<file path="src/rtl/sxfer_pkg.sv">
package sxfer_pkg;

  typedef enum logic {
    SX_IDLE = 1'b0,
    SX_RUN  = 1'b1
  } sx_state_e;

  localparam int unsigned SX_REQ_MAX = 2;

  typedef logic [1:0] sx_req_t;

  // Add new requests, drop one consumed request, saturate at SX_REQ_MAX.
  function automatic sx_req_t sx_req_step(input sx_req_t cur,
                                          input logic [1:0] inc,
                                          input logic dec);
    logic [2:0] sum;
    sum = {1'b0, cur} + {1'b0, inc} - {2'b00, dec};
    if (sum > 3'(SX_REQ_MAX)) begin
      sum = 3'(SX_REQ_MAX);
    end
    return sum[1:0];
  endfunction

endpackage

</file>
<file path="src/rtl/sxfer_rst_sync.sv">
module sxfer_rst_sync (
  input  logic clk,
  input  logic rst_ni,
  output logic rst_no
);

  logic meta_q;
  logic sync_q;

  always_ff @(posedge clk or negedge rst_ni) begin
    if (!rst_ni) begin
      meta_q <= 1'b0;
      sync_q <= 1'b0;
    end else begin
      meta_q <= 1'b1;
      sync_q <= meta_q;
    end
  end

  assign rst_no = sync_q;

endmodule

</file>
<file path="src/rtl/sxfer_half_timer.sv">
module sxfer_half_timer #(
  parameter int unsigned HALF_DIV = 4
) (
  input  logic clk,
  input  logic rst_n,
  input  logic run,
  input  logic restart,
  output logic half_done
);

  localparam int unsigned CW = (HALF_DIV > 1) ? $clog2(HALF_DIV) : 1;
  localparam logic [CW-1:0] CMAX = CW'(HALF_DIV - 1);

  logic [CW-1:0] cnt_q;
  logic [CW-1:0] cnt_d;
  logic          wrap;

  always_comb begin
    wrap = (cnt_q == CMAX);
    if (!run || restart || wrap) begin
      cnt_d = '0;
    end else begin
      cnt_d = cnt_q + 1'b1;
    end
    half_done = run && !restart && wrap;
  end

  always_ff @(posedge clk or negedge rst_n) begin
    if (!rst_n) begin
      cnt_q <= '0;
    end else begin
      cnt_q <= cnt_d;
    end
  end

  // the divider never leaves its half-period range
  a_r3_cnt_bound: assert property (@(posedge clk) disable iff (!rst_n)
    cnt_q <= CMAX);

endmodule

</file>
<file path="src/rtl/sxfer_ctrl.sv">
module sxfer_ctrl
  import sxfer_pkg::*;
#(
  parameter int unsigned W = 8
) (
  input  logic         clk,
  input  logic         rst_n,
  input  logic         repeat_en,
  input  logic         tx_wr,
  input  logic [W-1:0] tx_wdata,
  input  logic         half_done,
  output logic         run,
  output logic         rpt,
  output logic         sclk,
  output logic         start,
  output logic         load,
  output logic [W-1:0] load_data,
  output logic         rise,
  output logic         fall,
  output logic         last_rise,
  output logic         handoff,
  output logic         stop,
  output logic         irq
);

  localparam int unsigned NEDGE = 2 * W;
  localparam int unsigned PHW   = $clog2(NEDGE);
  localparam logic [PHW-1:0] PH_LAST = PHW'(NEDGE - 2);
  localparam logic [PHW-1:0] PH_END  = PHW'(NEDGE - 1);

  sx_state_e      st_q, st_d;
  logic [PHW-1:0] ph_q, ph_d;
  sx_req_t        pend_q, pend_d;
  logic [W-1:0]   tx_buf_q, tx_buf_d;
  logic           tx_full_q, tx_full_d;
  logic           rpt_q, rpt_d;
  logic           sclk_q, sclk_d;
  logic           irq_q, irq_d;

  logic           bound;
  logic           have_next;
  logic [1:0]     req_inc;

  // event decode
  always_comb begin
    run       = (st_q == SX_RUN);
    start     = !run && tx_wr;
    rise      = run && half_done && !ph_q[0];
    last_rise = rise && (ph_q == PH_LAST);
    fall      = run && half_done && ph_q[0] && (ph_q != PH_END);
    bound     = run && half_done && (ph_q == PH_END);
    have_next = tx_full_q || tx_wr;
    handoff   = bound && have_next;
    stop      = bound && !have_next;
    load      = start || handoff;
    load_data = tx_full_q ? tx_buf_q : tx_wdata;
  end

  // next state
  always_comb begin
    st_d      = st_q;
    ph_d      = ph_q;
    rpt_d     = rpt_q;
    sclk_d    = sclk_q;
    tx_buf_d  = tx_buf_q;
    tx_full_d = tx_full_q;
    irq_d     = last_rise;

    if (start) begin
      st_d  = SX_RUN;
      rpt_d = repeat_en;
    end else if (stop) begin
      st_d = SX_IDLE;
    end

    if (load) begin
      ph_d   = '0;
      sclk_d = 1'b0;
    end else if (rise) begin
      ph_d   = ph_q + 1'b1;
      sclk_d = 1'b1;
    end else if (fall) begin
      ph_d   = ph_q + 1'b1;
      sclk_d = 1'b0;
    end

    if (handoff && tx_full_q) begin
      tx_full_d = 1'b0;
    end
    if (tx_wr && !start && !(handoff && !tx_full_q)) begin
      tx_buf_d  = tx_wdata;
      tx_full_d = 1'b1;
    end

    if (!tx_wr) begin
      req_inc = 2'd0;
    end else if (start && repeat_en) begin
      req_inc = 2'd2;
    end else begin
      req_inc = 2'd1;
    end

    if (stop) begin
      pend_d = '0;
    end else begin
      pend_d = sx_req_step(pend_q, req_inc, load);
    end
  end

  always_ff @(posedge clk or negedge rst_n) begin
    if (!rst_n) begin
      st_q      <= SX_IDLE;
      ph_q      <= '0;
      pend_q    <= '0;
      tx_buf_q  <= '0;
      tx_full_q <= 1'b0;
      rpt_q     <= 1'b0;
      sclk_q    <= 1'b1;
      irq_q     <= 1'b0;
    end else begin
      st_q      <= st_d;
      ph_q      <= ph_d;
      pend_q    <= pend_d;
      tx_buf_q  <= tx_buf_d;
      tx_full_q <= tx_full_d;
      rpt_q     <= rpt_d;
      sclk_q    <= sclk_d;
      irq_q     <= irq_d;
    end
  end

  assign rpt  = rpt_q;
  assign sclk = sclk_q;
  assign irq  = irq_q;

  // request count bounded
  a_r10_pend_max: assert property (@(posedge clk) disable iff (!rst_n)
    pend_q <= sx_req_t'(SX_REQ_MAX));

  // a held byte is always backed by a pending request
  a_r10_full_has_req: assert property (@(posedge clk) disable iff (!rst_n)
    tx_full_q |-> (pend_q != '0));

  // idle means no requests and an empty buffer
  a_r10_idle_empty: assert property (@(posedge clk) disable iff (!rst_n)
    !run |-> (pend_q == '0) && !tx_full_q);

  // completion pulse is one cycle wide
  a_r4_irq_single: assert property (@(posedge clk) disable iff (!rst_n)
    irq_q |=> !irq_q);

  // a write while idle starts a frame on the next edge
  a_r2_start_frame: assert property (@(posedge clk) disable iff (!rst_n)
    (!run && tx_wr) |=> (run && !sclk_q && (ph_q == '0)));

  // the serial clock idles high
  a_r7_sclk_idle: assert property (@(posedge clk) disable iff (!rst_n)
    !run |-> sclk_q);

endmodule

</file>
<file path="src/rtl/sxfer_shifter.sv">
module sxfer_shifter #(
  parameter int unsigned W = 8
) (
  input  logic         clk,
  input  logic         rst_n,
  input  logic         load,
  input  logic [W-1:0] load_data,
  input  logic         rise,
  input  logic         fall,
  input  logic         stop,
  input  logic         hold_copy,
  input  logic         live_copy,
  input  logic         sdi,
  output logic [W-1:0] sh_out,
  output logic [W-1:0] rx_out,
  output logic         sdo
);

  logic [W-1:0] sh_q, sh_d;
  logic [W-1:0] rx_q, rx_d;
  logic         sdo_q, sdo_d;
  logic [W-1:0] sh_shifted;

  always_comb begin
    sh_shifted = {sh_q[W-2:0], sdi};
    sh_d  = sh_q;
    rx_d  = rx_q;
    sdo_d = sdo_q;

    if (load) begin
      sh_d  = load_data;
      sdo_d = load_data[W-1];
    end else if (rise) begin
      sh_d = sh_shifted;
    end else if (fall) begin
      sdo_d = sh_q[W-1];
    end else if (stop) begin
      sdo_d = 1'b1;
    end

    if (hold_copy) begin
      rx_d = sh_q;
    end else if (live_copy) begin
      rx_d = sh_shifted;
    end
  end

  always_ff @(posedge clk or negedge rst_n) begin
    if (!rst_n) begin
      sh_q  <= '0;
      rx_q  <= '0;
      sdo_q <= 1'b1;
    end else begin
      sh_q  <= sh_d;
      rx_q  <= rx_d;
      sdo_q <= sdo_d;
    end
  end

  assign sh_out = sh_q;
  assign rx_out = rx_q;
  assign sdo    = sdo_q;

endmodule

</file>
<file path="src/rtl/sxfer_engine.sv">
module sxfer_engine #(
  parameter int unsigned W        = 8,
  parameter int unsigned HALF_DIV = 4
) (
  input  logic         clk,
  input  logic         rst_ni,
  input  logic         repeat_en,
  input  logic         tx_wr,
  input  logic [W-1:0] tx_wdata,
  output logic [W-1:0] rx_rdata,
  output logic [W-1:0] shift_rdata,
  output logic         busy,
  output logic         done_irq,
  output logic         sclk,
  output logic         sdo,
  input  logic         sdi
);

  logic         rst_n;
  logic         run;
  logic         rpt;
  logic         start;
  logic         load;
  logic [W-1:0] load_data;
  logic         rise;
  logic         fall;
  logic         last_rise;
  logic         handoff;
  logic         stop;
  logic         half_done;
  logic         hold_copy;
  logic         live_copy;

  sxfer_rst_sync u_rst_sync (
    .clk    (clk),
    .rst_ni (rst_ni),
    .rst_no (rst_n)
  );

  sxfer_half_timer #(.HALF_DIV(HALF_DIV)) u_timer (
    .clk       (clk),
    .rst_n     (rst_n),
    .run       (run),
    .restart   (start),
    .half_done (half_done)
  );

  sxfer_ctrl #(.W(W)) u_ctrl (
    .clk       (clk),
    .rst_n     (rst_n),
    .repeat_en (repeat_en),
    .tx_wr     (tx_wr),
    .tx_wdata  (tx_wdata),
    .half_done (half_done),
    .run       (run),
    .rpt       (rpt),
    .sclk      (sclk),
    .start     (start),
    .load      (load),
    .load_data (load_data),
    .rise      (rise),
    .fall      (fall),
    .last_rise (last_rise),
    .handoff   (handoff),
    .stop      (stop),
    .irq       (done_irq)
  );

  assign hold_copy = handoff && rpt;
  assign live_copy = last_rise && !rpt;

  sxfer_shifter #(.W(W)) u_shift (
    .clk       (clk),
    .rst_n     (rst_n),
    .load      (load),
    .load_data (load_data),
    .rise      (rise),
    .fall      (fall),
    .stop      (stop),
    .hold_copy (hold_copy),
    .live_copy (live_copy),
    .sdi       (sdi),
    .sh_out    (shift_rdata),
    .rx_out    (rx_rdata),
    .sdo       (sdo)
  );

  assign busy = run;

  // repeat handoff moves the finished frame's byte into the receive buffer
  a_r6_handoff_copy: assert property (@(posedge clk) disable iff (!rst_n)
    (handoff && rpt) |=> (rx_rdata == $past(shift_rdata)));

  // repeat stop leaves the receive buffer untouched
  a_r7_rx_frozen: assert property (@(posedge clk) disable iff (!rst_n)
    (stop && rpt) |=> $stable(rx_rdata));

  // single mode copies the completed frame as it ends
  a_r8_single_copy: assert property (@(posedge clk) disable iff (!rst_n)
    (last_rise && !rpt) |=> (rx_rdata == shift_rdata));

  // completion pulse coincides with the high clock phase
  a_r4_irq_sclk_high: assert property (@(posedge clk) disable iff (!rst_n)
    done_irq |-> sclk);

endmodule

</file>
<file path="config.mk">
export PLATFORM = sky130hd
export DESIGN_NAME = sxfer_engine
export DESIGN_NICKNAME = d
export VERILOG_FILES = /design/src/rtl/sxfer_pkg.sv /design/src/rtl/sxfer_rst_sync.sv /design/src/rtl/sxfer_half_timer.sv /design/src/rtl/sxfer_ctrl.sv /design/src/rtl/sxfer_shifter.sv /design/src/rtl/sxfer_engine.sv
export SDC_FILE = /design/constraint.sdc
export NUM_CORES = 1
export LEC_CHECK = 0
export ABC_CLOCK_PERIOD_IN_PS = 2600
export BUFFER_PORTS_ARGS = -buffer_cell sky130_fd_sc_hd__buf_2
export CAP_MARGIN = 20
export CORE_MARGIN = 1
export CORE_UTILIZATION = 59
export DETAILED_ROUTE_END_ITERATION = 10
export PLACE_DENSITY = 0.9
export SETUP_SLACK_MARGIN = 0.5
export SYNTH_ARGS = -nofsm -noshare
export SYNTH_HDL_FRONTEND = slang
export SYNTH_SLANG_ARGS = --single-unit
</file>
<file path="constraint.sdc">
create_clock -name clk -period 2.6 [get_ports clk]
set_input_delay 0.26 -clock clk [delete_from_list [all_inputs] [get_ports clk]]
set_output_delay 0.26 -clock clk [all_outputs]
set_load 0.05 [all_outputs]
</file>
### Word level (Yosys, flattened, before mapping)

Index checks and enable logic that the tools add are counted.

* $add $sub $neg: 2
* equal/unequal tests: 5
* multiplexer cells: 20
* reduce and logical (&&, ||, !) cells: 35

Operator list (count)
* $mux W8: 5
* $logic_and A1 B1 Y1: 17
* $mux W4: 3
* $mux W1: 11
* $eq A4 B4 Y1 const B: 2
* $reduce_bool A2 Y1: 4
* $logic_not A1 Y1: 7
* $reduce_bool A3 Y1: 2
* $add A4 B1 Y4 const B: 1
* $logic_or A1 B1 Y1: 4
* $ne A4 B4 Y1 const B: 1
* $add A2 B1 Y2 const B: 1
* $eq A2 B2 Y1 const B: 1
* $mux W2: 1
* $ne A2 B2 Y1 const B: 1
* $reduce_and A2 Y1: 1

* flip-flop bits (word level): 38
* bits of input ports: 13
* output and inout bits: 20
* word-level logic and storage cells: 75

### Depth between registers and ports, before layout

Gate-level depths: netlist of the first run.

* depth after elaboration: 12
* mapped depth: 7
* gate-level depth less buffers: 6

### Hierarchy

From an unflattened synthesis of the first run, not the netlist that was laid out.

* cells, all modules: 163
* area, all modules: 1905.6 sq um

Modules (own cells, without submodules)
* sxfer_ctrl: times used 1, cells each 78, area each 915.9 sq um, seq. area each 426.7 sq um
* sxfer_shifter: times used 1, cells each 74, area each 820.8 sq um, seq. area each 426.7 sq um
* sxfer_half_timer: times used 1, cells each 6, area each 98.8 sq um, seq. area each 50.0 sq um
* sxfer_rst_sync: times used 1, cells each 3, area each 53.8 sq um, seq. area each 50.0 sq um
* sxfer_engine: times used 1, cells each 2, area each 16.3 sq um, seq. area each 0.0 sq um

### Least setup slack after synthesis of the first run

OpenSTA, ideal clock, no wires.

* path type: register to register
* from: reg u_ctrl.st_q (netlist: u_ctrl.run)
* to: reg u_shift.rx_q[0] (netlist: u_shift.rx_out[0])
* library setup time: 118 ps
* arrival: 1587 ps
* required time: 2482 ps
* setup slack: 895 ps
* stages on the path, launching flop included: 6
* buffers on the path: 1
* clock period less this slack: 1705 ps
* cell sequence: dfrtp_1 -> buf_4 -> nand3_1 -> nor3_4 -> nor2_4 -> a21o_1

* cells in the longest elaborated chain, start to end: 10
* elaborated cells on any way between the ends: 14
* classes of those cells: mux (1); reduce/logical (13)

Ends and longest elaborated chain
* from (decl): line sxfer_ctrl.sv:31 `sx_state_e st_q, st_d;`
* from (signal assigned): line sxfer_ctrl.sv:121 `st_q <= st_d;`
* $logic_not A1 Y1: line sxfer_ctrl.sv:47 `start = !run && tx_wr;`
* $logic_and A1 B1 Y1: line sxfer_ctrl.sv:47
* $logic_not A1 Y1: line sxfer_half_timer.sv:25 `half_done = run && !restart && wrap;`
* $logic_and A1 B1 Y1 (2 in a row): line sxfer_half_timer.sv:25
* $logic_and A1 B1 Y1 (*): line sxfer_ctrl.sv:48, sxfer_ctrl.sv:51
* $logic_and A1 B1 Y1 (on tied branches): line sxfer_ctrl.sv:51, sxfer_ctrl.sv:48
* $logic_and A1 B1 Y1 (on tied branches): line sxfer_ctrl.sv:53, sxfer_ctrl.sv:49
* $logic_and A1 B1 Y1 (on tied branches): line sxfer_engine.sv:69, sxfer_engine.sv:70
* $mux W8 / $reduce_bool A2 Y1 (equally long branches)
* to (signal assigned): line sxfer_shifter.sv:55 `rx_q <= rx_d;`
* to (decl): line sxfer_shifter.sv:20 `logic [W-1:0] rx_q, rx_d;`

Mark *: on every way between the ends. The rest lies on a longest branch, timed or not.
A chain may end at the register's enable or synchronous reset.

### Final worst setup path of the first run

* from: reg u_ctrl.ph_q[0]
* to: reg u_ctrl.tx_buf_q[5]

* cells in the longest elaborated chain, start to end: 6

Ends and longest elaborated chain
* from (decl): line sxfer_ctrl.sv:32 `logic [PHW-1:0] ph_q, ph_d;`
* from (signal assigned): line sxfer_ctrl.sv:122 `ph_q <= ph_d;`
* $eq A4 B4 Y1: line sxfer_ctrl.sv:51 `bound = run && half_done && (ph_q == PH_END);`
* $logic_and A1 B1 Y1: line sxfer_ctrl.sv:51
* $logic_and A1 B1 Y1: line sxfer_ctrl.sv:53 `handoff = bound && have_next;`
* $logic_and A1 B1 Y1: line sxfer_ctrl.sv:90 `if (tx_wr && !start && !(handoff && !tx_full_q)) begin`
* $logic_not A1 Y1: line sxfer_ctrl.sv:90
* $logic_and A1 B1 Y1: line sxfer_ctrl.sv:90
* to (signal assigned): line sxfer_ctrl.sv:124 `tx_buf_q <= tx_buf_d;`
* to (decl): line sxfer_ctrl.sv:34 `logic [W-1:0] tx_buf_q, tx_buf_d;`

Every way passes these cells.

==> flow_summary_export.csv, run 1 <==
group,metric,value,unit
power,power.static_leakage,1.08,nW
synthesis,netlist_area,1890,um2
clocking,clock_tree.buffer_depth,2,
worst_hold_path,hold_path.class,"input port to register",
placement,dpl.hpwl,2560,um
sta,fin_skew,0.00654,ns
floorplan,num_io_pins,33,
sta,setup_violations,0,
clocking,numClockSinks,38,
grt,grt_pass1_vias,1241,
clocking,post_cts_resized,0,
clocking,cts.root.buffer_cell,"clkbuf_4",
worst_hold_path,timing.hold.worst_endpoint,"u_ctrl.tx_buf_q[3]",
routing,detail-route-antenna-nets,0,
setup_path,worstPathRequired,2.85,ns
routing,dr.max_layer_used,"met4",
sta,min_period,1.88,ns
floorplan,die-area,3430,um2
setup_path,worst-r2r-setup-slack,0.72,ns
routing,m1WireLength,1530,um
sta,setup_tns,0,ns
placement,buffer_ports.inserted,32,
power,max-vdd-ir-drop,0.000470,V
grt,antenna_violations_before_repair,0,
floorplan,start_util,0.618,
worst_hold_path,worst_hold_startpoint,"tx_wdata[3]",
synthesis,synth.ff_latch_count,38,
synthesis,synth_area_in_compound_gates,0.175,
clocking,clk-insertion-delay-late,0.35,ns
sta,slew_at_the_pin_closest_to_its_max_slew_limit,0.727,ns
routing,via_count,1342,
routing,route.detailed.vias_per_inst,5.64,
routing,wire_length_on_met3,188,um
synthesis,synth_edf_count,0,
routing,detail_route.wl_per_cell,14.4,um
clocking,tritoncts_clock_tree,"built",
synthesis,synth.area.mux_share,0.144,
setup_path,worstRegToRegCells,4,
setup_path,cp_max_fo,8,
layout,post_route_cells_drive_above_1_share,0.433,
sta,max_freq,0.531,GHz
layout,final_cell_mix,"dfrtp_1, buf_2, mux2_2, a21oi_1, nor2_1",
clocking,cts.clk_slew.worst_paths,0.11,ns
floorplan,core.rowCount,20,
setup_path,crit-reg2reg-capture,"u_ctrl.tx_buf_q[5]",
synthesis,synthesis.area_per_instance,11.9,um2
job,max_cap_violations,0,
grt,wire_length_of_the_first_global_routing_pass,5670,um
grt,largest_net_degree_at_the_start_of_global_routing,22,
routing,drt-total-wl,3440,um
routing,drc,0,
layout,mostFrequentLayoutCell,"dfrtp_1",
setup_path,end_kind,"register",
setup_path,type_of_the_setup_path_with_the_least_slack,"register to register",
synthesis,synth-adder-area-share,0.0199,
synthesis,primary_ff_master_synth,"dfrtp_1",
layout,diodes,0,
worst_hold_path,whs_path_cells,2,
setup_path,critPathLaunchType,"register",
power,totalPowerFinal,1.78,mW
layout,nNetsFinal,209,
clocking,cts_made_buffers,5,
grt,gr-usage-all-layers,0.229,
synthesis,synth_cells,158,
synthesis,net_count_of_the_mapped_netlist,174,
layout,fillerInstances,228,
floorplan,chipWidth,58.5,um
clocking,h-tree-depth,2,
setup_path,critPathArrivalTime,2.13,ns
routing,drt_pass1_iterations,4,
synthesis,synth_cell_type_count,39,
sta,slew_headroom,0.515,
sta,period_share,0.725,
synthesis,synth_sequential_area_ratio,0.506,
routing,met2_wirelength,1670,um
outcome,outcome,"completed",
sta,timing_max_transition_violations_final,0,
power,p_per_area,826,nW/um2
synthesis,synth_simple_gate_area_share,0.113,
placement,finalWeightedCongestion,0.883,
sta,setup_repair_after_global_routing_missed_its_margin,"false",
floorplan,floorplan.core_area,3050,um2
synthesis,async_flop_share,1.00,
layout,areaGrowthSynthToFinish,14.4,%
floorplan,die_h,58.5,um
setup_path,r2r_start,"u_ctrl.ph_q[0]",
synthesis,synth_xor_xnor_area_share,0.00464,
routing,drt_first_iter_violations,23,
synthesis,yosysWarningCount,0,
grt,grt_remaining_overflow,0,
sta,final_hold_viol_count,0,
synthesis,synth_top_family_by_area,"compound AO/OA/AOI/OAI gates",
## flip-flops by register name, summed over array words and instances, names as in the netlist
name               cells
u_shift.rx_out         8
u_rst_sync.meta_q      1
u_shift.sdo            1
u_ctrl.irq             1
u_ctrl.tx_full_q       1
u_ctrl.rpt             1
u_shift.sh_out         8
u_ctrl.ph_q            4
u_ctrl.sclk            1
u_rst_sync.rst_no      1
u_ctrl.run             1
u_timer.cnt_q          2
u_ctrl.tx_buf_q        8
## critical path, cell delays in order (launching register included)
cell	delay, ns
dfrtp_1	0.49
ha_1	0.32
nand4_2	0.22
o211ai_4	0.36
mux2_2	0.39
## layer usage
layer	up-vias	GRT usage
met3	4	0.0681
li1	650	-
met1	643	0.282
met4	0	0.102
met5	-	0
met2	45	0.374
## what timing repair did
action | 4_1_cts | 5_1_grt
endpoints found under the setup margin | 0 | 8
hold endpoints to repair | 2 | 0
buffers inserted | 0 | 2
hold buffers | 1 | 0
## metrics by stage
stage	instance area, um2	hold WS, ns	utilization	instances	setup slack [ns]
6_report	2160	0.147	0.707	238	0.716
5_1_grt	2160	0.135	0.707	238	0.589
4_1_cts	2140	0.141	0.702	236	0.509
3_5_place_dp	2050	0.0508	0.673	227	0.524
3_3_place_gp	2050	0.0438	0.673	227	0.620
2_1_floorplan	1890	-0.0356	-	158	0.895
## cells in the mapped netlist, types with 2 or more instances
| library cell | count | area, um2 |
|---|---|---|
| o21ai_0 | 7 | 35.0 |
| buf_4 | 4 | 30.0 |
| dfstp_2 | 2 | 52.6 |
| nand3_1 | 5 | 25.0 |
| mux2i_1 | 8 | 80.1 |
| a21oi_1 | 13 | 65.1 |
| nor3_4 | 2 | 32.5 |
| mux2_2 | 17 | 191 |
| a21o_1 | 8 | 60.1 |
| a22o_2 | 8 | 80.1 |
| nor2_1 | 12 | 45.0 |
| dfrtp_1 | 36 | 901 |
| inv_1 | 2 | 7.51 |
| buf_2 | 4 | 20.0 |
| ha_1 | 3 | 37.5 |
| and3_2 | 2 | 15.0 |
| nand2_1 | 3 | 11.3 |
## layout make-up
cell class | instances | area (um2) | area share
Timing Repair Buffer | 37 | 200 | 0.0928
Sequential cell | 38 | 953 | 0.442
Clock inverter | 3 | 40.0 | 0.0186
Clock buffer | 5 | 37.5 | 0.0174
Tap cell | 44 | 55.1 | 0.0255
Multi-Input combinational cell | 109 | 863 | 0.400
Inverter | 2 | 7.51 | 0.00348
## worst max path at each step
| stage | to | slack, ns | cells after the start | startpoint |
|---|---|---|---|---|
| finish | u_ctrl.tx_buf_q[5] | 0.72 | 4 | u_ctrl.ph_q[0] |
| global route | u_shift.rx_out[0] | 0.59 | 5 | u_ctrl.ph_q[0] |
| CTS | u_shift.rx_out[1] | 0.51 | 5 | u_timer.cnt_q[0] |
| detailed placement | u_shift.rx_out[1] | 0.52 | 5 | u_timer.cnt_q[0] |
| global placement | u_shift.rx_out[4] | 0.62 | 5 | u_timer.cnt_q[0] |
| floorplan | u_shift.rx_out[0] | 0.90 | 5 | u_ctrl.run |
## logic make-up after synthesis
logic type / count (synthesis)
other: 1
muxes: 25
and+or+nand+nor: 34
xor gates and xnor gates: 1
adders and majority gates: 3
DFF: 38
AOI/OAI and AO/OA: 45
buffers and inverters: 11
## power by group
group	leakage, nW	switching [mW]	internal (mW)
registers	0.451	0.118	0.708
logic	0.586	0.404	0.160
clock network	0.0450	0.194	0.199
total	1.08	0.716	1.07
Note: power is estimated with default switching activity, not from simulation.
==> inputs of run 2 (changes only) <==
Settings changed: ABC_CLOCK_PERIOD_IN_PS 2600 to 1900, CORE_UTILIZATION 59 to 55, PLACE_DENSITY 0.9 to 0.86.
Clock period 2.6 ns to 1.9 ns, I/O delays scaled along.
==> run 2 against run 1 <==
Net effect:
- wire length is 41% higher
- largest power group unchanged
- total power is 45% higher
- worst setup slack worse by 0.48 ns
- count of clock-buffer cells in the layout stayed put
- largest cell class is now multi-input gates
- via count is 16% higher
- critical endpoint is now u_shift.rx_out[7]
==> flow_summary_export.csv, run 2 (synthesis results as in run 1) <==
group,metric,value,unit
routing,detail_route.wl_per_cell,19.1,um
clocking,clk-insertion-delay-late,0.35,ns
setup_path,critPathArrivalTime,1.91,ns
grt,wire_length_of_the_first_global_routing_pass,6870,um
floorplan,core.rowCount,20,
outcome,outcome,"completed",
clocking,cts.root.buffer_cell,"clkbuf_4",
floorplan,die-area,3670,um2
routing,drt_first_iter_violations,129,
grt,largest_net_degree_at_the_start_of_global_routing,25,
clocking,cts.clk_slew.worst_paths,0.12,ns
setup_path,worstPathCellList,"ha_4, nand3b_1, buf_6, nor3_4, buf_12, nor2_4, a21o_1",
clocking,tritoncts_clock_tree,"built",
setup_path,timing.critical_path.slowest_stage_cell,"dfrtp_1",
setup_path,type_of_the_setup_path_with_the_least_slack,"register to register",
layout,fillerInstances,193,
routing,detail-route-antenna-nets,0,
sta,max_freq,0.600,GHz
clocking,numClockSinks,38,
setup_path,critical_path.max_stage_delay,0.41,ns
sta,setup_tns,0,ns
routing,drt_pass1_iterations,4,
setup_path,critPathLaunchType,"register",
job,max_cap_violations,0,
grt,antenna_violations_before_repair,0,
power,p_per_area,1020,nW/um2
routing,drt-total-wl,4870,um
worst_hold_path,hold_path.class,"input port to register",
power,totalPowerFinal,2.59,mW
sta,fin_skew,0.0207,ns
clocking,cts_made_buffers,5,
placement,placed_cell_area,2140,um2
power,power.static_leakage,1.27,nW
grt,grt_pass1_vias,1482,
power,power.share.sequential,0.446,
layout,final_cell_mix,"dfrtp_1, buf_2, mux2_4, a21oi_1, buf_4",
sta,min_period,1.67,ns
sta,timing_max_transition_violations_final,0,
power,share_clk_of_total_power,0.211,
clocking,h-tree-depth,2,
power,cell_internal_pwr,1.52,mW
sta,hold_ws,0.0849,ns
routing,drc,0,
sta,period_share,0.876,
power,max-vdd-ir-drop,0.000600,V
power,power_switching,1.07,mW
grt,gr-usage-all-layers,0.261,
sta,slew_headroom,0.602,
floorplan,die_h,60.6,um
setup_path,cp_max_fo,9,
setup_path,end_kind,"register",
sta,setup_repair_after_global_routing_missed_its_margin,"true",
grt,grt_remaining_overflow,0,
routing,route.detailed.vias_per_inst,6.09,
power,share_of_total_power_in_combinational_logic,0.342,
routing,via_count,1552,
power,switching_share,0.412,
floorplan,chipWidth,60.6,um
layout,diodes,0,
setup_path,worstPathRequired,2.15,ns
placement,buffer_ports.inserted,32,
layout,mostFrequentLayoutCell,"dfrtp_1",
sta,final_hold_viol_count,0,
layout,areaGrowthSynthToFinish,34.8,%
placement,finalWeightedCongestion,0.863,
layout,nNetsFinal,226,
layout,post_route_cells_drive_above_1_share,0.555,
layout,fin_area,2540,um2
floorplan,num_io_pins,33,
floorplan,start_util,0.598,
sta,slew_at_the_pin_closest_to_its_max_slew_limit,0.598,ns
placement,dpl.hpwl,2700,um
sta,setup_violations,0,
clocking,clock_tree.buffer_depth,2,
floorplan,floorplan.core_area,3150,um2
## run 2: changes by cell type in the layout (fill, tap and decap cells not counted), sizes merged
cell,previous run,this run
buf,36,53
## run 2: worst paths after layout
path,from,end,slack (ns),cells after the start
max in group asynchronous,u_rst_sync.rst_no,u_ctrl.sclk,1.04,1
min,repeat_en,u_ctrl.rpt,0.08,2
min in group asynchronous,rst_ni,u_rst_sync.rst_no,0.15,2
max reg2reg,u_timer.cnt_q[0],u_shift.rx_out[7],0.23,7
max,u_timer.cnt_q[0],u_shift.rx_out[7],0.23,7
min reg2reg,u_rst_sync.rst_no,u_shift.sh_out[1],0.23,0
## run 2: power by group through the flow
stage	Clock, mW	Combinational (mW)	Sequential (mW)
2_1_floorplan	0	0.248	1.50
3_3_place_gp	0	0.776	1.14
3_5_place_dp	0	0.793	1.16
4_1_cts	0.538	0.844	1.15
5_1_grt	0.584	0.937	1.18
6_report	0.547	0.888	1.16
## run 2: repair_timing
item | in CTS | in global routing
cloned | 0 | 0
endpoints found under the setup margin | 29 | 30
endpoints found under the hold margin | 2 | 0
pin swaps | 11 | 10
gates resized for setup | 16 | 20
hold buffers | 1 | 0
buffers inserted | 10 | 6
## run 2: layout make-up
type | count | area (um2) | area share
clock buffer | 5 | 37.5 | 0.0148
sequential | 38 | 957 | 0.377
inverter | 2 | 7.51 | 0.00295
clock inverter | 3 | 40.0 | 0.0158
tap | 44 | 55.1 | 0.0217
timing repair buffer | 54 | 422 | 0.166
multi-input combinational | 109 | 1020 | 0.402
## run 2: routing by layer
metal | routed length, um | share of wire | global-route usage | vias to the layer above
met1 | 2100 | 0.43 | 0.312 | 788
met3 | 315 | 0.065 | 0.0661 | 12
li1 | - | - | - | 676
met4 | 68 | 0.014 | 0.114 | 0
met2 | 2380 | 0.49 | 0.446 | 76
met5 | 0 | 0 | 0 | -
## run 2: per-stage QoR
| step | setup slack [ns] | util | cells |
|---|---|---|---|
| after floorplan | 0.338 | - | 158 |
| after global placement | 0.173 | 0.680 | 230 |
| after detailed placement | 0.145 | 0.680 | 230 |
| after CTS | 0.343 | 0.764 | 249 |
| after global routing | 0.204 | 0.806 | 255 |
| final | 0.235 | 0.806 | 255 |
## run 2: worst max-delay path: cells and delay by family (launching register included)
| kind | cells | cell delay, ns |
|---|---|---|
| simple gates | 3 | 0.45 |
| flops | 1 | 0.41 |
| buf+inv | 2 | 0.34 |
| fa+ha+maj | 1 | 0.19 |
| compound gates | 1 | 0.18 |
==> inputs of run 3 (changes only) <==
Settings changed: BUFFER_PORTS_ARGS -buffer_cell sky130_fd_sc_hd__buf_2 to -buffer_cell sky130_fd_sc_hd__buf_4.
==> run 3 against run 2 <==
Net effect:
- worst hold slack got worse by 0.015 ns
- first-iteration DRC count is 24% lower
- die area stayed put
- critical endpoint is now u_ctrl.ph_q[2]
==> flow_summary_export.csv, run 3 (synthesis results as in run 1) <==
group,metric,value,unit
grt,gr-usage-all-layers,0.295,
layout,final_cell_mix,"buf_4, dfrtp_1, mux2_4, mux2i_1, a21o_1",
layout,diodes,0,
sta,setup_repair_after_global_routing_missed_its_margin,"true",
floorplan,num_io_pins,33,
layout,mostFrequentLayoutCell,"buf_4",
routing,drt_first_iter_violations,98,
floorplan,chipWidth,60.6,um
grt,wire_length_of_the_first_global_routing_pass,7550,um
clocking,cts.root.buffer_cell,"clkbuf_4",
sta,max_freq,0.589,GHz
power,max-vdd-ir-drop,0.000670,V
setup_path,critPathLaunchType,"register",
sta,min_period,1.70,ns
routing,detail-route-antenna-nets,0,
routing,route.detailed.vias_per_inst,6.30,
routing,detail_route.wl_per_cell,24.0,um
sta,setup_tns,0,ns
floorplan,die_h,60.6,um
sta,slew_at_the_pin_closest_to_its_max_slew_limit,0.640,ns
grt,grt_pass1_vias,1510,
placement,finalWeightedCongestion,0.841,
clocking,tritoncts_clock_tree,"built",
sta,fin_skew,0.0185,ns
floorplan,core.rowCount,20,
sta,final_hold_viol_count,0,
grt,antenna_violations_before_repair,0,
job,max_cap_violations,0,
worst_hold_path,hold_path.class,"input port to register",
clocking,h-tree-depth,2,
placement,buffer_ports.inserted,32,
routing,drc,0,
grt,largest_net_degree_at_the_start_of_global_routing,18,
floorplan,start_util,0.598,
sta,slew_headroom,0.573,
layout,post_route_cells_drive_above_1_share,0.638,
power,p_per_area,992,nW/um2
routing,drt_pass1_iterations,4,
clocking,clk-insertion-delay-late,0.36,ns
placement,dpl.cell_count,231,
setup_path,crit_start,"u_ctrl.ph_q[0]",
setup_path,cp_max_fo,5,
floorplan,die-area,3670,um2
setup_path,worstPathRequired,2.14,ns
layout,nNetsFinal,236,
setup_path,critPathArrivalTime,1.94,ns
sta,period_share,0.894,
outcome,outcome,"completed",
grt,grt_remaining_overflow,0,
setup_path,r2r_start,"u_ctrl.ph_q[0]",
sta,timing_max_transition_violations_final,0,
sta,setup_violations,0,
routing,via_count,1669,
setup_path,type_of_the_setup_path_with_the_least_slack,"register to register",
placement,dpl.hpwl,2860,um
clocking,cts_made_buffers,5,
clocking,clock_tree.buffer_depth,2,
floorplan,floorplan.core_area,3150,um2
clocking,cts.clk_slew.worst_paths,0.13,ns
power,power.static_leakage,1.36,nW
clocking,numClockSinks,38,
setup_path,end_kind,"register",
sta,hold_ws,0.0702,ns
layout,final_cell_count_no_fill,265,
routing,drt-total-wl,6350,um
layout,areaGrowthSynthToFinish,49.0,%
worst_hold_path,worst_hold_startpoint,"repeat_en",
==> run 3: cell count changes in the layout (fill, tap and decap cells not counted), sizes merged <==
cell,delta
clkinv,-2
buf,+8
bufinv,-1
clkbuf,+5
==> run 3: repair_timing <==
item / 4_1_cts / 5_1_grt
hold buffers: 1 / 0
endpoints found under the setup margin: 30 / 31
pin swaps: 13 / 16
resized for setup: 28 / 35
endpoints found under the hold margin: 2 / 0
setup buffers: 12 / 10
cloned: 1 / 2
==> run 3: critical path, cell delays in order, from the launching register on <==
cell and delay [ns]:
dfrtp_2 0.47, buf_4 0.15, or3b_4 0.40, o211ai_1 0.26, xor2_1 0.22, nor2_1 0.07
==> run 3: stage by stage <==
step                power (mW)  worst slack (ns)   util  cell area [um2]
finish                    2.79             0.201  0.891             2810
global route              2.88             0.176  0.891             2810
CTS                       2.61             0.319  0.808             2550
detailed placement        2.03             0.182  0.704             2220
global placement          1.99             0.236  0.704             2220
floorplan                 1.75             0.338      -             1940
==> run 3: path summary, 6_finish.rpt <==
check                      slack (ns)  cells past startpoint                end
min                              0.07                      2         u_ctrl.rpt
min in group asynchronous        0.23                      2  u_rst_sync.rst_no
max in group asynchronous        0.97                      1        u_shift.sdo
max                              0.20                      5     u_ctrl.ph_q[2]
min reg2reg                      0.25                      0  u_shift.sh_out[6]
max reg2reg                      0.20                      5     u_ctrl.ph_q[2]
==> run 3: power by group <==
part / switching, mW / internal, mW
clock network: 0.282 / 0.253
logic: 0.659 / 0.388
registers: 0.235 / 0.971
total: 1.18 / 1.61
==> run 3: layout make-up <==
class	instances	area [um2]
inverters	2	7.51
fillers	134	344
flip-flops and latches	38	960
well taps	44	55.1
repair buffers	64	574
clock buffers	8	78.8
multi-input cells	109	1130
==> run 3: routing by layer <==
layer	GRT usage	up-vias	share of wire
met3	0.0789	27	0.067
met1	0.360	837	0.39
li1	-	703	-
met2	0.505	102	0.51
met5	0	-	0
met4	0.104	0	0.033
